### src/rtl/lpm_pkg.sv
package lpm_pkg;
  typedef enum logic [1:0] {
    LPM_RUN   = 2'd0,
    LPM_WAIT  = 2'd1,
    LPM_STOP  = 2'd2,
    LPM_RECOV = 2'd3
  } lpm_state_e;
endpackage

### src/rtl/lpm_rec_timer.sv
module lpm_rec_timer #(
  parameter int LONG_CYC  = 4096,
  parameter int SHORT_CYC = 32
) (
  input  logic clk,
  input  logic rst_n,
  input  logic count_en,
  input  logic short_sel,
  output logic done
);
  localparam int CW = $clog2(LONG_CYC + 1);
  localparam logic [CW-1:0] LONG_LAST  = CW'(LONG_CYC - 1);
  localparam logic [CW-1:0] SHORT_LAST = CW'(SHORT_CYC - 1);

  logic [CW-1:0] cnt_q, cnt_d;
  logic [CW-1:0] last_val;

  generate
    if (SHORT_CYC >= LONG_CYC) begin : g_single
      assign last_val = LONG_LAST;
    end else begin : g_dual
      assign last_val = short_sel ? SHORT_LAST : LONG_LAST;
    end
  endgenerate

  // counter held at zero whenever recovery is not in progress
  always_comb begin
    if (count_en) cnt_d = cnt_q + 1'b1;
    else          cnt_d = '0;
    done = count_en && (cnt_q == last_val);
  end

  always_ff @(posedge clk or negedge rst_n) begin
    if (!rst_n) cnt_q <= '0;
    else        cnt_q <= cnt_d;
  end
endmodule

### src/rtl/lpm_brk_flag.sv
module lpm_brk_flag (
  input  logic clk,
  input  logic rst_n,
  input  logic set_i,
  input  logic clr_i,
  output logic flag_q
);
  logic flag_d;

  always_comb begin
    flag_d = flag_q;
    if (clr_i) flag_d = 1'b0;
    if (set_i) flag_d = 1'b1;
  end

  always_ff @(posedge clk or negedge rst_n) begin
    if (!rst_n) flag_q <= 1'b0;
    else        flag_q <= flag_d;
  end
endmodule

### src/rtl/lpm_seq.sv
module lpm_seq
  import lpm_pkg::*;
(
  input  logic       clk,
  input  logic       rst_n,
  input  logic       wait_req,
  input  logic       stop_req,
  input  logic       wake_irq,
  input  logic       brk,
  input  logic       rec_done,
  output lpm_state_e state_q,
  output logic       stack_go_q,
  output logic       brk_wake
);
  lpm_state_e state_d;
  logic       stack_go_d;
  logic       wait_exit;

  always_comb begin
    wait_exit  = (state_q == LPM_WAIT) && (wake_irq || brk);
    brk_wake   = (state_q == LPM_WAIT) && brk;
    stack_go_d = wait_exit || ((state_q == LPM_RECOV) && rec_done);
    state_d    = state_q;
    unique case (state_q)
      LPM_RUN: begin
        if (stop_req)      state_d = LPM_STOP;
        else if (wait_req) state_d = LPM_WAIT;
      end
      LPM_WAIT:  if (wait_exit) state_d = LPM_RUN;
      LPM_STOP:  if (wake_irq)  state_d = LPM_RECOV;
      LPM_RECOV: if (rec_done)  state_d = LPM_RUN;
      default:   state_d = LPM_RUN;
    endcase
  end

  always_ff @(posedge clk or negedge rst_n) begin
    if (!rst_n) begin
      state_q    <= LPM_RUN;
      stack_go_q <= 1'b0;
    end else begin
      state_q    <= state_d;
      stack_go_q <= stack_go_d;
    end
  end
endmodule

### src/rtl/lpm_clk_ctrl.sv
module lpm_clk_ctrl
  import lpm_pkg::*;
#(
  parameter int LONG_CYC  = 4096,
  parameter int SHORT_CYC = 32
) (
  input  logic clk,
  input  logic rst_n,
  input  logic wait_req,
  input  logic stop_req,
  input  logic wake_irq,
  input  logic brk,
  input  logic short_rec,
  input  logic wdog_dis,
  input  logic bw_clr,
  output logic cpu_clk_en,
  output logic per_clk_en,
  output logic stack_go,
  output logic bw_flag,
  output logic wdog_en
);
  lpm_state_e st_q;
  logic       rec_done;
  logic       brk_wake;
  logic       in_recov;

  assign in_recov = (st_q == LPM_RECOV);

  lpm_seq u_seq (
    .clk       (clk),
    .rst_n     (rst_n),
    .wait_req  (wait_req),
    .stop_req  (stop_req),
    .wake_irq  (wake_irq),
    .brk       (brk),
    .rec_done  (rec_done),
    .state_q   (st_q),
    .stack_go_q(stack_go),
    .brk_wake  (brk_wake)
  );

  lpm_rec_timer #(
    .LONG_CYC (LONG_CYC),
    .SHORT_CYC(SHORT_CYC)
  ) u_timer (
    .clk      (clk),
    .rst_n    (rst_n),
    .count_en (in_recov),
    .short_sel(short_rec),
    .done     (rec_done)
  );

  lpm_brk_flag u_bwflag (
    .clk   (clk),
    .rst_n (rst_n),
    .set_i (brk_wake),
    .clr_i (bw_clr),
    .flag_q(bw_flag)
  );

  always_comb begin
    cpu_clk_en = (st_q == LPM_RUN);
    per_clk_en = (st_q == LPM_RUN) || (st_q == LPM_WAIT);
    wdog_en    = !wdog_dis && per_clk_en;
  end
endmodule

### config.mk
export PLATFORM = sky130hd
export DESIGN_NAME = lpm_clk_ctrl
export DESIGN_NICKNAME = d
export VERILOG_FILES = /design/src/rtl/lpm_pkg.sv /design/src/rtl/lpm_rec_timer.sv /design/src/rtl/lpm_brk_flag.sv /design/src/rtl/lpm_seq.sv /design/src/rtl/lpm_clk_ctrl.sv
export SDC_FILE = /design/constraint.sdc
export NUM_CORES = 1
export LEC_CHECK = 0
export ABC_AREA = 0
export BUFFER_PORTS_ARGS = -buffer_cell sky130_fd_sc_hd__buf_4
export CORE_MARGIN = 4
export CORE_UTILIZATION = 40
export CTS_BUF_LIST = sky130_fd_sc_hd__clkbuf_4
export DETAILED_ROUTE_END_ITERATION = 16
export GPL_TIMING_DRIVEN = 1
export HOLD_SLACK_MARGIN = 0.12
export PLACE_DENSITY_LB_ADDON = 0.1
export RECOVER_POWER = 100
export SLEW_MARGIN = 20
export SYNTH_ARGS = -nofsm -noshare
export SYNTH_HDL_FRONTEND = slang
export SYNTH_SLANG_ARGS = --single-unit
### constraint.sdc
create_clock -name clk -period 1.35 [get_ports clk]
set_input_delay 0.0675 -clock clk [delete_from_list [all_inputs] [get_ports clk]]
set_output_delay 0.0675 -clock clk [all_outputs]
set_load 0.005 [all_outputs]
Word level (Yosys, flattened, before mapping):

Index checks and enable logic that the tools add are counted.
W data, S select, Z words.

* add/subtract/negate cells: 1
* eq/ne operators: 8
* mux-type cells: 10
* reductions and logical operators: 12

Operator list (count)
* $add A13 B1 Y13 const B: 1
* $eq A13 B13 Y1: 1
* $mux W13: 1
* $mux W12: 1
* $mux W2: 5
* $pmux W2 S4: 1
* $logic_and A1 B1 Y1: 5
* $eq A2 B2 Y1 const B: 2
* $ne A2 B2 Y1 const B: 2
* $reduce_and A4 Y1: 1
* $logic_or A1 B1 Y1: 3
* $ne A3 B3 Y1 const B: 1
* $eq A2 B1 Y1 const B: 1
* $logic_not A2 Y1: 1
* $mux W1: 2
* $ne A2 B1 Y1 const B: 1
* $reduce_bool A2 Y1: 1
* $logic_not A1 Y1: 1

* bits in registers: 17
* bits of input ports: 9
* logic and storage cells: 35

Longest topological paths before layout:

* word-level depth: 5
* depth in mapped cells: 5
* gate-level depth less buffers: 5

Hierarchy:

Synthesis repeated with hierarchy kept, for this count alone.

* cells, all modules: 84
* area, all modules: 859.6 um2

Modules (own cells, without submodules)
* lpm_rec_timer: times used 1, cells an instance 65, area an instance 668.1 um2, sequential area each 325.3 um2
* lpm_seq: times used 1, cells an instance 12, area an instance 137.6 um2, sequential area each 75.1 um2
* lpm_brk_flag: times used 1, cells an instance 3, area an instance 36.3 um2, sequential area each 25.0 um2
* lpm_clk_ctrl: times used 1, cells an instance 4, area an instance 17.5 um2, sequential area each 0.0 um2

Worst setup path after synthesis:

No wires, ideal clock.

* path kind: register to register
* start: reg u_timer.cnt_q[0]
* end: reg u_timer.cnt_q[10]
* arrival: 1120 ps
* slack: 98 ps
* stages on the path, launching flop included: 6
* buffers on the path: 0
* clock period less this slack: 1252 ps
* path through: dfrtp_1 > ha_1 > nand4_1 > nor3_1 > xnor2_1 > nor2_1

* cells in the longest elaborated chain, start to end: 2

Ends and longest elaborated chain
* start, declared: RTL line lpm_rec_timer.sv:15 `logic [CW-1:0] cnt_q, cnt_d;`
* start signal, assigned: RTL line lpm_rec_timer.sv:35 `else cnt_q <= cnt_d;`
* $add A13 B1 Y13: RTL line lpm_rec_timer.sv:28 `if (count_en) cnt_d = cnt_q + 1'b1;`
* $mux W13: RTL line lpm_rec_timer.sv:28
* net u_timer.cnt_d[10]: RTL line lpm_rec_timer.sv:15

The timed path passes the listed nets, and every way through them passes these cells.
A chain may end at the register's enable or synchronous reset.

Worst setup path in the final report:

* start: reg u_timer.cnt_q[0]
* end: reg u_timer.cnt_q[12]

The elaborated chain is that of the path after synthesis.

==> metrics.txt <==
status=completed; multi-input logic area=roughly 400 um2; via count=680; maximum vdd drop=776 uV; Worst-path clk slew=0.09 ns; Detail Placement HPWL=about 1.2 mm; number of diodes=0; Req. time, crit path=approximately 1.5 ns; GPL Wtd Cong=0.772; Synth Instances=83; Placed Cells=127; post-synth top area share=51.4%; nets@finish=122; multiplexer share of the synthesized area=0%; largest family of logic cells by synthesized area=simple AND/OR/NAND/NOR gates; Initial Util=between 40 and 50%; Tot GR Track Use=approximately 15%; largest net degree at the start of global routing=18; # setup viols final=0; row cnt=16; Cell Area, Placed=993 um2; CTS tree=done; share of synthesized registers carrying an async set or reset=100%; period utilisation layout=95.9%; clk sinks=17; synthesis-stage register bit count=17; die extent in x=53.5 um; Final Skew=0.00218 ns; leading area contributor after synthesis=dfrtp_1; slowest stage delay, CP=0.36 ns; Non-Filler Instances=between 100 and 150; die outline area=2860 um2; relative slew slack=about two fifths; Crit-path slowest cell=dfrtp_1; ratio of cells with drive above 1 in the final layout=between 20% and 30%; post-route ant nets=0; Post-Synthesis Cell Area=828 um2; Setup CP Type=reg2reg; Worst-Margin Slew=0.896 ns; Storage cell area=425 um2; Synth Warn #=0; IO Pins=14; HP Start=wait_req; crit path launch type=flop; Leak=0.488 nW; Seq/Total Area, Yosys=51.4%; GRT overflow=0; Num CTS Buffers=3; drt pass-1 iters=4; hold slack=0.193 ns; number of H-tree levels=1; Bufs and invs on worst path=0; Fillers=184; RR Startpoint=u_timer.cnt_q[0]; ranking of synthesized cells by area=dfrtp_1, nor2_1, xnor2_1; Clock Latency Late Sink=0.28 ns; Post-Synth Adder-Cell Area=1.51%; clk root buf=clkbuf_4; simple-gate portion of the synthesized area=26.0%; Critical Path, Cell by Cell=ha_2 -> nand4_1 -> nor4_2 -> xnor2_1 -> nor2_1; Final Hold Viols=0; syn_area_per_cell=9.98 um2; Slew Limit Fails=0; CTS Buffer Depth=2; most instantiated cells after synthesis=dfrtp_1, nor2_1, nand2_1; drt drc=0; max-cap check violation count=0; Main synth FF type=dfrtp_1; Critical Path Fanout Max=4; vias in the first global route=639; Crit path max-delay family=simple AND/OR/NAND/NOR gates; Initial DRC Count=6; initial antenna violation count=0; crit end category=flop; fin area=1100 um2; Setup crit start=u_timer.cnt_q[0]; first-pass GRT wire length=just under 3 mm; CP arrival=1.48 ns; Synth Area in XOR/XNOR=9.52%; Port Buf Inserts=13; Compound-Gate Fraction of Synth Area=around a tenth; synth-to-layout area growth=33.4%; Routed Wire Length=about 1.7 mm; worst hold path class=in2reg; Die Span Y=53.5 um; wire per inst=between 10 and 15 um; CORE AREA=1960 um2; vias per cell=4.93; Synth Net Count=93; most frequent cell after synthesis=dfrtp_1; clock period minus worst slack=about 1.3 ns; Post-synth EDFFs=0; RSZ-0062 raised after global routing=true; synth unique cells=28; PwrDens=1280 nW/um2; maximum clock rate=772 MHz
logic make-up after synthesis:
group	after synthesis
AOI/OAI and AO/OA	11
xor gates and xnor gates	9
adders and majority gates	1
buffers and inverters	4
DFF	17
and+or+nand+nor	41
metal layers:
metal	track usage [%]	up-vias	wire (um)
met5	0	-	0
met4	5.11	0	17
li1	-	348	-
met3	5.07	2	56
met1	19.3	322	800
met2	22.2	8	822
flip-flops by register name (all words and copies together) (netlist names):
signal / flops
u_timer.cnt_q: 13
u_seq.stack_go_q: 1
u_seq.state_q: 2
u_bwflag.flag_q: 1
worst register-to-register path, stage by stage, from the launching register on:
cell     delay [ns]
dfrtp_1        0.36
ha_2           0.19
nand4_1        0.22
nor4_2         0.23
xnor2_1        0.14
nor2_1         0.05
cell usage in the layout, fill, tap and decap left out, types with 2 or more instances in the layout:
master,count
dlygate4sd3_1,6
dfrtp_1,17
nand4_1,3
xor2_1,4
nor2_1,15
inv_1,3
nand3_1,2
buf_4,16
a21oi_1,2
nand2_1,7
o21ai_0,3
xnor2_1,5
nor3_2,3
clkbuf_4,6
or3_1,2
where the power goes:
part	total (mW)	switching (mW)	internal (mW)
registers	0.676	0.0830	0.593
clock network	0.285	0.150	0.135
logic	0.458	0.211	0.247
repair_timing:
| item | CTS | global route |
|---|---|---|
| endpoints found under the hold margin | 20 | 1 |
| hold buffers | 5 | 1 |
| buffers inserted | 0 | 1 |
| setup endpoints to repair | 0 | 6 |
| resized for setup | 0 | 5 |
worst paths after layout:
| path | endpoint | slack [ns] | cells after the start |
|---|---|---|---|
| max in group asynchronous | u_timer.cnt_q[0] | 0.37 | 2 |
| min in group asynchronous | u_timer.cnt_q[9] | 0.44 | 2 |
| min reg2reg | u_bwflag.flag_q | 0.52 | 2 |
| max | u_timer.cnt_q[12] | 0.05 | 5 |
| min | u_seq.state_q[0] | 0.19 | 4 |
| max reg2reg | u_timer.cnt_q[12] | 0.05 | 5 |
final cells by class:
| cell class | instances | share of cell area (%) |
|---|---|---|
| Multi-Input combinational cell | 62 | 36.7 |
| Inverter | 3 | 1.02 |
| Tap cell | 27 | 3.06 |
| Clock buffer | 4 | 2.72 |
| Timing Repair Buffer | 25 | 18.0 |
| Sequential cell | 17 | 38.5 |
stage by stage:
step	setup slack [ns]	TNS (ns)	utilization, %	total power [mW]
floorplan	0.0979	0	-	0.889
global placement	0.0579	0	50.6	1.11
detailed placement	0.0588	0	50.6	1.12
CTS	0.0256	0	54.7	1.42
global route	-0.0547	-0.137	56.3	1.54
finish	0.0547	0	56.3	1.42
No activity file was read; power rests on OpenSTA's default activity.
